`config.mk`:
```
export PLATFORM = sky130hd
export DESIGN_NAME = rns_recon_top
export DESIGN_NICKNAME = d
export VERILOG_FILES = /design/src/rtl/rns_recon_pkg.sv /design/src/rtl/rns_digit_weight.sv /design/src/rtl/rns_range_reduce.sv /design/src/rtl/rns_recon_top.sv
export SDC_FILE = /design/constraint.sdc
export NUM_CORES = 1
export LEC_CHECK = 0
export BUFFER_PORTS_ARGS = -buffer_cell sky130_fd_sc_hd__buf_2
export CAP_MARGIN = 20
export CELL_PAD_IN_SITES_DETAIL_PLACEMENT = 1
export CELL_PAD_IN_SITES_GLOBAL_PLACEMENT = 2
export CORE_MARGIN = 1
export CORE_UTILIZATION = 38
export CTS_CLUSTER_DIAMETER = 150
export DETAILED_ROUTE_END_ITERATION = 10
export PLACE_DENSITY = 0.85
export SLEW_MARGIN = 20
export SYNTH_ARGS = -nofsm -noshare
export SYNTH_HDL_FRONTEND = slang
export SYNTH_SLANG_ARGS = --single-unit
```
`constraint.sdc`:
```
create_clock -name clk -period 5.7 [get_ports clk]
set_input_delay 0.285 -clock clk [delete_from_list [all_inputs] [get_ports clk]]
set_output_delay 0.285 -clock clk [all_outputs]
set_load 0.03 [all_outputs]
```
`src/rtl/rns_recon_pkg.sv`:
```
package rns_recon_pkg;

  localparam int NUM_DIG   = 4;
  localparam int DYN_RANGE = 840;

  // index 0 is the most significant field of the input bus
  localparam int MODULI  [NUM_DIG] = '{8, 7, 5, 3};
  localparam int WEIGHTS [NUM_DIG] = '{105, 120, 336, 280};

  function automatic int dig_width(input int idx);
    return $clog2(MODULI[idx]);
  endfunction

  function automatic int dig_lsb(input int idx);
    int pos;
    pos = 0;
    for (int j = idx + 1; j < NUM_DIG; j++) pos += dig_width(j);
    return pos;
  endfunction

  function automatic int bus_width();
    int tot;
    tot = 0;
    for (int j = 0; j < NUM_DIG; j++) tot += dig_width(j);
    return tot;
  endfunction

  // largest sum reachable from any bit pattern on the bus
  function automatic int max_raw_sum();
    int tot;
    tot = 0;
    for (int j = 0; j < NUM_DIG; j++) tot += ((1 << dig_width(j)) - 1) * WEIGHTS[j];
    return tot;
  endfunction

  // largest sum reachable from legal digits
  function automatic int max_legal_sum();
    int tot;
    tot = 0;
    for (int j = 0; j < NUM_DIG; j++) tot += (MODULI[j] - 1) * WEIGHTS[j];
    return tot;
  endfunction

  localparam int IN_W    = bus_width();
  localparam int OUT_W   = $clog2(DYN_RANGE);
  localparam int SUM_W   = $clog2(max_raw_sum() + 1);
  localparam int RED_STG = $clog2(max_raw_sum() / DYN_RANGE + 1);

endpackage

```
`src/rtl/rns_digit_weight.sv`:
```
module rns_digit_weight #(
  parameter int DW     = 3,
  parameter int WEIGHT = 105,
  parameter int PW     = 13
) (
  input  logic [DW-1:0] digit,
  output logic [PW-1:0] product
);

  always_comb begin
    product = PW'(digit) * PW'(WEIGHT);
  end

endmodule

```
`src/rtl/rns_range_reduce.sv`:
```
module rns_range_reduce #(
  parameter int SUM_W  = 13,
  parameter int MODV   = 840,
  parameter int STAGES = 3
) (
  input  logic [SUM_W-1:0] sum_in,
  output logic [SUM_W-1:0] rem_out
);

  logic [SUM_W-1:0] chain [STAGES+1];

  assign chain[STAGES] = sum_in;

  // step k strips MODV * 2^k when it fits, largest step first
  for (genvar k = STAGES - 1; k >= 0; k--) begin : g_step
    localparam logic [SUM_W-1:0] SUBV = SUM_W'(MODV << k);
    always_comb begin
      if (chain[k+1] >= SUBV) chain[k] = chain[k+1] - SUBV;
      else                    chain[k] = chain[k+1];
    end
  end

  assign rem_out = chain[0];

endmodule

```
`src/rtl/rns_recon_top.sv`:
```
module rns_recon_top
  import rns_recon_pkg::*;
(
  input  logic             clk,
  input  logic             rst,
  input  logic             in_valid,
  input  logic [IN_W-1:0]  in_res,
  output logic             out_valid,
  output logic [OUT_W-1:0] out_data
);

  logic [SUM_W-1:0] prod [NUM_DIG];
  logic [SUM_W-1:0] wsum;
  logic [SUM_W-1:0] s1_sum;
  logic             s1_vld;
  logic [SUM_W-1:0] rem;

  // per-digit scaling
  for (genvar i = 0; i < NUM_DIG; i++) begin : g_dig
    localparam int DW  = dig_width(i);
    localparam int LSB = dig_lsb(i);
    logic [DW-1:0] dig;
    assign dig = in_res[LSB +: DW];

    rns_digit_weight #(
      .DW     (DW),
      .WEIGHT (WEIGHTS[i]),
      .PW     (SUM_W)
    ) u_wt (
      .digit   (dig),
      .product (prod[i])
    );

    AST_DIGIT_LEGAL: assert property (@(posedge clk) disable iff (rst) in_valid |-> (int'(dig) < MODULI[i])) else $error("illegal residue digit");
  end

  always_comb begin
    wsum = '0;
    for (int i = 0; i < NUM_DIG; i++) wsum = wsum + prod[i];
  end

  // stage 1: weighted sum
  always_ff @(posedge clk) begin
    if (rst) begin
      s1_vld <= 1'b0;
      s1_sum <= '0;
    end else begin
      s1_vld <= in_valid;
      if (in_valid) s1_sum <= wsum;
    end
  end

  rns_range_reduce #(
    .SUM_W  (SUM_W),
    .MODV   (DYN_RANGE),
    .STAGES (RED_STG)
  ) u_red (
    .sum_in  (s1_sum),
    .rem_out (rem)
  );

  // stage 2: reduced result
  always_ff @(posedge clk) begin
    if (rst) begin
      out_valid <= 1'b0;
      out_data  <= '0;
    end else begin
      out_valid <= s1_vld;
      if (s1_vld) out_data <= rem[OUT_W-1:0];
    end
  end

  AST_SUM_BOUND: assert property (@(posedge clk) disable iff (rst) s1_vld |-> (int'(s1_sum) <= max_legal_sum())) else $error("weighted sum out of legal range");
  AST_REM_RANGE: assert property (@(posedge clk) disable iff (rst) s1_vld |-> (int'(rem) < DYN_RANGE)) else $error("reduction left remainder too large");
  AST_OUT_RANGE: assert property (@(posedge clk) disable iff (rst) out_valid |-> (int'(out_data) < DYN_RANGE)) else $error("output above range");
  AST_LATENCY: assert property (@(posedge clk) disable iff (rst) s1_vld |=> out_valid) else $error("valid lost in pipeline");
  AST_HOLD: assert property (@(posedge clk) disable iff (rst) !out_valid |-> $stable(out_data)) else $error("output moved without valid");
  AST_ZERO_MAP: assert property (@(posedge clk) disable iff (rst) (s1_vld && s1_sum == '0) |=> (out_data == '0)) else $error("zero sum not mapped to zero");

endmodule

```
==> results of run 1 <==
-- sequential cells by signal, indices dropped and copies added, names as in the netlist --
name	count
out_valid	1
out_data	10
s1_vld	1
s1_sum	13
-- final cells by class --
type / instances / area share
flip-flops and latches: 25 / 0.148
clock inverters: 1 / 0.00222
clock buffers: 3 / 0.0122
inverters: 58 / 0.0643
repair buffers: 27 / 0.0421
multi-input cells: 275 / 0.694
well taps: 102 / 0.0377
-- where the power goes --
group | internal [mW] | switching [mW] | leakage, nW
Clock | 0.0497 | 0.0618 | 0.0217
Sequential | 0.210 | 0.0594 | 0.206
Combinational | 0.462 | 0.650 | 1.34
-- cells in the final DEF, fill, tap and decap left out, drive strengths merged, types with 2 or more instances in the layout --
cell type	count
a211oi	8
a21o	8
a21oi	15
a221oi	3
a22o	2
a311o	2
a311oi	4
a31o	3
a31oi	3
and2	5
buf	27
clkbuf	3
dfxtp	25
fa	18
ha	35
inv	58
mux2	3
mux2i	14
nand2	15
nand2b	3
nor2	34
nor2b	9
nor3	8
nor3b	2
nor4	3
o211ai	2
o21a	6
o21ai	14
o221ai	2
o31ai	2
o32ai	3
or2	3
or3	5
or4	3
xnor2	13
xor2	6
-- final timing paths --
kind | cells past startpoint | to | from
worst max-delay path | 19 | out_data[4] | s1_sum[5]
worst min-delay path | 3 | s1_sum[0] | in_res[8]
worst max register to register | 19 | out_data[4] | s1_sum[5]
worst min register to register | 2 | out_data[8] | out_data[8]
-- worst max-delay path: stages, from the launching register on --
cell	delay (ns)
dfxtp_1	0.55
ha_1	0.20
nor3b_2	0.26
a41o_1	0.27
nor2_1	0.11
xnor2_1	0.39
inv_1	0.12
ha_1	0.21
nand2_1	0.07
a221oi_1	0.06
a311oi_2	0.35
a31o_1	0.44
xnor2_1	0.19
ha_1	0.19
inv_1	0.05
a211oi_1	0.28
o21ai_2	0.14
a221oi_4	0.42
mux2_1	0.36
a211oi_1	0.23
-- cell families after synthesis --
kind of cell,synth area share
flip-flops,0.159
adder cells (fa/ha/maj),0.253
XOR/XNOR,0.0528
multiplexers,0.0564
AND/OR/NAND/NOR,0.159
buffers and inverters,0.0950
AO/OA/AOI/OAI,0.225
-- layer usage --
layer  vias to the layer above  track usage  wire (um)
met3                         7       0.0187         95
met1                      1327        0.238       3630
met4                         0       0.0474         69
li1                       1326            -          -
met5                         -            0          0
met2                        24        0.354       4100
==> impl_metrics.csv, run 1 <==
group,metric,value,unit
outcome,status,"completed",
global_routing,grt_max_degree,28,
final_layout,seq_area,500,um^2
synth,synth_seq_area_share,0.159,
sta,relSlewSlack,0.590,
final_layout,drive_gt1_frac,0.123,
global_routing,grtUsageTotal,0.192,
sta,finalMaxSlewViolations,0,
setup_path,critPathRequiredTime,5.90,ns
final_layout,area_growth,7.55,%
final_layout,utilization,0.429,
clocking,htree_num_levels,1,
setup_path,r2r_slack,0.72,ns
synth,synth_cell_type_count,69,
final_layout,finalInstanceArea,0.00339,mm^2
power_and_ir_drop,total_power,1.49,mW
synth,yosysMostFrequentCell,"inv_1",
die,floorplan.initialDensity,0.399,
clocking,post_cts_buffers,0,
sta,final.min_clock_period,4.98,ns
min_path,min_path_type,"in -> reg",
die,ioPinCount,25,
clocking,cts_resized,0,
sta,fmax,201,MHz
synth,postSynthAreaPerCell,8.40,um^2
sta,finalWorstSetupSlack,0.719,ns
placement,place.gp.congestion,0.826,
drt,postRouteAntennaNets,0,
drt,wirelength,7.90,mm
drt,drtIter0Drc,76,
sta,holdWs,0.317,ns
drt,vias,2684,
sta,hold_violations,0,
placement,port_buffers,24,
placement,post-dp-hpwl,6.56,mm
synth,syn_area,0.00315,mm^2
setup_path,criticalPathCategory,"reg -> reg",
synth,synth-edff-count,0,
drt,wl_per_cell,16.1,um
final_layout,instances_no_fill,491,
sta,finalCritPeriodShare,0.874,
run,drv_cap,0,
sta,setup_viol,0,
final_layout,fin_nets,457,
sta,fin_worst_skew,0.00448,ns
clocking,insertion_delay,0.28,ns
setup_path,worst-path-max-fanout,11,
synth,synth-async-reset-ratio,0,
setup_path,endpoint_kind,"register",
synth,yosysTopAreaCellShare,0.159,
synth,yosys_warnings,0,
setup_path,worstPathArrival,5.18,ns
global_routing,grt_pass1_vias,2752,
placement,pre_cts_ws,0.573,ns
synth,synthFlopType,"dfxtp_1",
drt,dr.pass1.iters,4,
power_and_ir_drop,powerDensity,441,mW/mm^2
global_routing,antenna_found_initial,0,
global_routing,grt_pass1_wl,13.3,mm
setup_path,crit_path_start_kind,"register",
clocking,hold_buffers,0,
final_layout,multiInputGateArea,0.00235,mm^2
synth,syn-num-nets,442,
drt,viasPerCell,5.47,
clocking,clk_path_buf_depth,2,
final_layout,antenna_cells,0,
clocking,cts-buffers-inserted,3,
synth,syn_inst,375,
synth,yosys.area.top_type,"dfxtp_1",
clocking,root_buffer,"clkbuf_8",
global_routing,grt-ovfl-total,0,
synth,yosys-top-cells-area,"dfxtp_1, ha_1, fa_1, inv_1, mux2i_1",
power_and_ir_drop,vdd_ir_drop_max,0.000141,V
power_and_ir_drop,leakage,1.57,nW
sta,rsz0062_at_grt,"no",
die,dieHeight,93.0,um
final_layout,fill_cells,964,
placement,dp.cells,487,
clocking,clk_pin_slew,0.09,ns
clocking,cts_tree,"yes",
synth,synthTopCellsByCount,"inv_1, ha_1, nor2_1",
die,rows,32,
drt,drc_errors,0,
clocking,clock-sinks,25,
die,dieArea,0.00866,mm^2
placement,dpl_cell_area,0.00334,mm^2
sta,worst_pin_slew,0.613,ns
sta,fin_tns_setup,0,ns
die,fp.coreArea,0.00789,mm^2
synth,synth-seq-cells,25,
die,dieWidth,93.0,um
Note: power is estimated with default switching activity, not from simulation.
==> run 2: changes to the inputs <==
Settings changed: CTS_BUF_LIST set to sky130_fd_sc_hd__clkbuf_8, PLACE_DENSITY 0.85 to not set, PLACE_DENSITY_LB_ADDON set to 0.1.
==> run 2 against run 1 <==
Non-clock buffer count stayed put. Final cell count unchanged. Die area unchanged. Sequential cell count unchanged. Power down 1.5%. Largest cell class unchanged. Largest power group unchanged. Highest routed layer unchanged.
==> impl_metrics.csv, run 2 (synthesis gave the netlist of run 1 again) <==
group,metric,value,unit
global_routing,grt_max_degree,28,
power_and_ir_drop,powerDensity,434,mW/mm^2
clocking,hold_buffers,0,
clocking,cts_tree,"yes",
setup_path,critPathRequiredTime,5.89,ns
clocking,clock-sinks,25,
die,floorplan.initialDensity,0.399,
sta,fin_worst_skew,0.00900,ns
drt,viasPerCell,5.33,
final_layout,finalInstanceArea,0.00339,mm^2
final_layout,largest_reg_flops,13,
global_routing,antenna_found_initial,0,
drt,wl_per_cell,15.5,um
final_layout,top_regs,"s1_sum: 13 flops, out_data: 10 flops",
placement,dpl_cell_area,0.00334,mm^2
clocking,htree_num_levels,1,
power_and_ir_drop,vdd_ir_drop_max,0.000125,V
sta,fmax,199,MHz
power_and_ir_drop,leakage,1.57,nW
setup_path,critPathMaxStageDelay,0.49,ns
setup_path,endpoint_kind,"register",
drt,postRouteAntennaNets,0,
drt,drtIter0Drc,57,
clocking,clk_pin_slew,0.10,ns
setup_path,cpMaxStageDelayCell,"dfxtp_1",
sta,hold_violations,0,
placement,port_buffers,24,
setup_path,crit_path_start_kind,"register",
final_layout,utilization,0.429,
clocking,cts_resized,0,
run,drv_cap,0,
final_layout,final_cell_mix,"inv_1, ha_1, nor2_1",
setup_path,cp_cell_sequence,"inv_1 -> ha_1 -> nor3b_2 -> a41o_1 -> nor2_1 -> xnor2_1 -> inv_1 -> ha_1 -> nand2_1 -> a221oi_1 -> a311oi_2 -> a31o_1 -> xnor2_1 -> ha_1 -> inv_1 -> a211oi_1 -> o21ai_2 -> a221oi_4 -> mux2_1 -> a211oi_1",
clocking,post_cts_buffers,0,
final_layout,fin_nets,457,
min_path,min_path_type,"in -> reg",
sta,setup_viol,0,
drt,drc_errors,0,
final_layout,antenna_cells,0,
clocking,cts-buffers-inserted,3,
setup_path,crit_family,"compound AO/OA/AOI/OAI gates",
outcome,status,"completed",
global_routing,grt_use_met2,0.344,
die,rows,32,
final_layout,mostFrequentLayoutCell,"inv_1",
placement,place.gp.congestion,0.784,
sta,final.min_clock_period,5.03,ns
global_routing,grt.busiest_layer,"met2",
final_layout,area_growth,7.55,%
sta,finalMaxSlewViolations,0,
sta,rsz0062_at_grt,"no",
die,dieWidth,93.0,um
clocking,root_buffer,"clkbuf_8",
setup_path,worst-path-max-fanout,11,
global_routing,grtUsageTotal,0.189,
clocking,clk_path_buf_depth,2,
die,ioPinCount,25,
setup_path,crit_buf_inv,3,
sta,finalCritPeriodShare,0.883,
sta,fin_tns_setup,0,ns
sta,holdWs,0.336,ns
sta,worst_pin_slew,0.658,ns
drt,dr.pass1.iters,6,
global_routing,grt_pass1_vias,2689,
global_routing,grtUsageMet1,0.247,
die,dieHeight,93.0,um
placement,post-dp-hpwl,6.16,mm
die,dieArea,0.00866,mm^2
final_layout,top_register,"s1_sum",
global_routing,grt_pass1_wl,13.2,mm
drt,vias,2619,
clocking,insertion_delay,0.27,ns
global_routing,grtUsageMet3,0.0146,
global_routing,grt-ovfl-total,0,
drt,wirelength,7.59,mm
final_layout,drive_gt1_frac,0.123,
die,fp.coreArea,0.00789,mm^2
sta,relSlewSlack,0.558,
setup_path,worstPathArrival,5.22,ns
setup_path,criticalPathCategory,"reg -> reg",
==> run 2: cell counts in the layout (fill, tap and decap cells not counted) <==
No cell type changed its count.
==> run 2: routing by layer <==
| metal | up-vias | part of all wire |
|---|---|---|
| li1 | 1321 | - |
| met1 | 1271 | 0.48 |
| met2 | 25 | 0.50 |
| met3 | 2 | 0.014 |
| met4 | 0 | 0.0053 |
| met5 | - | 0 |
==> run 2: worst paths after layout <==
kind | from | endpoint | slack [ns] | depth (start not counted)
worst max-delay path | s1_sum[6] | out_data[4] | 0.67 | 20
worst min-delay path | in_res[8] | s1_sum[0] | 0.34 | 3
worst max register to register | s1_sum[6] | out_data[4] | 0.67 | 20
worst min register to register | out_data[8] | out_data[8] | 0.50 | 2
==> run 2: per-stage QoR <==
step / cells / worst slack, ns / power, mW
finish: 491 / 0.668 / 1.47
global route: 491 / 0.151 / 1.65
CTS: 491 / 0.642 / 1.49
detailed placement: 487 / 0.664 / 1.37
global placement: 487 / 0.708 / 1.36
floorplan: 375 / 1.08 / 1.14
==> run 2: worst reg2reg max path, delay by kind of cell, from the launching register on <==
kind / cells / cell delay [ns]
flip-flops: 1 / 0.49
AND/OR/NAND/NOR: 3 / 0.52
adder cells (fa/ha/maj): 3 / 0.62
XOR/XNOR: 2 / 0.48
multiplexers: 1 / 0.36
AO/OA/AOI/OAI: 8 / 2.19
buffers and inverters: 3 / 0.30
==> run 2: report_power, final <==
| group | total, mW | internal (mW) | switching [mW] |
|---|---|---|---|
| Sequential | 0.268 | 0.210 | 0.0576 |
| Clock | 0.109 | 0.0496 | 0.0595 |
| Combinational | 1.09 | 0.461 | 0.632 |
==> run 2: layout make-up <==
| type | instances | area (um^2) |
|---|---|---|
| Tap cell | 102 | 128 |
| Clock inverter | 1 | 7.51 |
| Inverter | 58 | 218 |
| Multi-Input combinational cell | 275 | 2350 |
| Clock buffer | 3 | 41.3 |
| Fill cell | 961 | 4500 |
| Timing Repair Buffer | 27 | 143 |
| Sequential cell | 25 | 500 |
==> run 3: changes to the inputs <==
==> constraint.sdc (replaced) <==
create_clock -name clk -period 5.7 [get_ports clk]
set_input_delay 1.14 -clock clk [delete_from_list [all_inputs] [get_ports clk]]
set_output_delay 1.14 -clock clk [all_outputs]
set_load 0.03 [all_outputs]
==> run 3 against run 2 <==
Fmax decreased by 5.9%. Global-route usage about the same. Clock-buffer cell count unchanged. Critical path type is now in -> reg. Highest routed layer unchanged. Register-to-register slack got worse by 0.06 ns. Largest power group unchanged. Hold slack improved by 0.16 ns.
==> impl_metrics.csv, run 3 (synthesis gave the netlist of run 1 again) <==
group,metric,value,unit
power_and_ir_drop,vdd_ir_drop_max,0.000130,V
sta,worst_pin_slew,0.696,ns
min_path,worstHoldPathCells,2,
drt,drc_errors,0,
final_layout,final_cell_mix,"inv_1, ha_1, nor2_1",
final_layout,instances_no_fill,495,
drt,dr.pass1.iters,4,
final_layout,largest_reg_flops,13,
die,dieArea,0.00866,mm^2
drt,postRouteAntennaNets,0,
die,dieWidth,93.0,um
placement,post-dp-hpwl,6.28,mm
power_and_ir_drop,power_frac_comb,0.745,
drt,vias,2671,
final_layout,area_growth,8.74,%
final_layout,fin_nets,461,
drt,wl_per_cell,15.4,um
sta,fin_worst_skew,0.00958,ns
die,fp.coreArea,0.00789,mm^2
power_and_ir_drop,powerDensity,435,mW/mm^2
sta,fin_tns_setup,0,ns
drt,drtIter0Drc,106,
clocking,clock-sinks,25,
die,dieHeight,93.0,um
global_routing,grt_pass1_vias,2700,
clocking,hold_buffers,0,
final_layout,finalInstanceArea,0.00342,mm^2
clocking,root_buffer,"clkbuf_8",
clocking,cts-buffers-inserted,3,
power_and_ir_drop,leakage,1.60,nW
sta,final.min_clock_period,5.35,ns
die,ioPinCount,25,
setup_path,crit_path_start_kind,"input port",
placement,dpl_cell_area,0.00337,mm^2
final_layout,top_register,"s1_sum",
sta,relSlewSlack,0.535,
power_and_ir_drop,seq_power_share,0.182,
power_and_ir_drop,total_power,1.49,mW
setup_path,worstPathArrival,5.48,ns
final_layout,mostFrequentLayoutCell,"inv_1",
min_path,min_path_type,"reg -> reg",
sta,fmax,187,MHz
global_routing,grt_max_degree,28,
sta,rsz0062_at_grt,"no",
final_layout,drive_gt1_frac,0.135,
clocking,post_cts_buffers,0,
clocking,htree_num_levels,1,
placement,place.gp.congestion,0.771,
power_and_ir_drop,internal-power,737,uW
setup_path,r2r.worst_path.cells,20,
placement,dp.cells,491,
global_routing,grt_pass1_wl,13.2,mm
final_layout,top_regs,"s1_sum: 13 flops, out_data: 10 flops",
clocking,cts_tree,"yes",
clocking,insertion_delay,0.27,ns
global_routing,antenna_found_initial,0,
die,floorplan.initialDensity,0.399,
sta,setup_viol,0,
drt,viasPerCell,5.40,
final_layout,antenna_cells,0,
setup_path,endpoint_kind,"register",
setup_path,criticalPathCategory,"in -> reg",
placement,port_buffers,24,
clocking,clk_path_buf_depth,2,
clocking,cts_resized,0,
die,rows,32,
global_routing,grtUsageTotal,0.189,
clocking,clk_pin_slew,0.10,ns
setup_path,critPathRequiredTime,5.84,ns
sta,finalMaxSlewViolations,0,
sta,hold_violations,0,
drt,wirelength,7.65,mm
global_routing,grt-ovfl-total,0,
power_and_ir_drop,p_sw_frac,0.506,
power_and_ir_drop,clkPwrFrac,0.073,
power_and_ir_drop,p_switching,753,uW
sta,finalCritPeriodShare,0.938,
setup_path,worst-path-max-fanout,2,
outcome,status,"completed",
run,drv_cap,0,
run 3: changes by cell type in the layout (fill, tap and decap cells not counted):
cell,previous run,this run
xnor2_2,0,1
xnor2_1,13,12
buf_4,3,7
run 3: layout make-up:
type                    instances  area, um^2
multi-input cells             275        2360
clock inverters                 1        7.51
inverters                      58         218
fillers                       955        4460
clock buffers                   3        41.3
repair buffers                 31         173
well taps                     102         128
flip-flops and latches         25         500
run 3: worst paths after layout:
kind               startpoint     endpoint  slack (ns)
hold / removal    out_data[4]  out_data[4]        0.49
setup / recovery    in_res[5]   s1_sum[12]        0.35
setup reg to reg    s1_sum[6]  out_data[4]        0.61
hold reg to reg   out_data[4]  out_data[4]        0.49
run 3: power groups by stage:
| stage | clock network [mW] | registers [mW] | logic [mW] |
|---|---|---|---|
| global placement | 0 | 0.275 | 1.10 |
| global route | 0.123 | 0.281 | 1.26 |
| finish | 0.108 | 0.272 | 1.11 |
| CTS | 0.115 | 0.271 | 1.13 |
| floorplan | 0 | 0.261 | 0.881 |
| detailed placement | 0 | 0.275 | 1.12 |
run 3: metrics by stage:
step | worst slack [ns] | hold WS [ns] | utilization
5_1_grt | 0.0482 | 0.531 | 0.434
4_1_cts | 0.317 | 0.506 | 0.433
3_3_place_gp | 0.100 | 0.467 | 0.427
3_5_place_dp | 0.0317 | 0.479 | 0.427
2_1_floorplan | 0.225 | 0.514 | -
6_report | 0.353 | 0.492 | 0.434
run 3: per-layer routing:
layer	up-vias	part of all wire	track usage
li1	1338	-	-
met2	19	0.50	0.341
met3	2	0.012	0.0146
met1	1312	0.48	0.246
met5	-	0	0
met4	0	0.0072	0.0385
run 3: worst max-delay path, cell delays in order:
cell and delay (ns):
buf_2 0.12, fa_1 0.50, ha_1 0.25, fa_1 0.48, inv_1 0.06, fa_1 0.51
fa_1 0.44, fa_1 0.56, inv_1 0.05, ha_1 0.28, a21o_1 0.16, a21oi_1 0.17
nor2b_1 0.06, o21a_1 0.17, o21ai_0 0.18, a21oi_1 0.10, nor3b_1 0.18, nor3_1 0.07
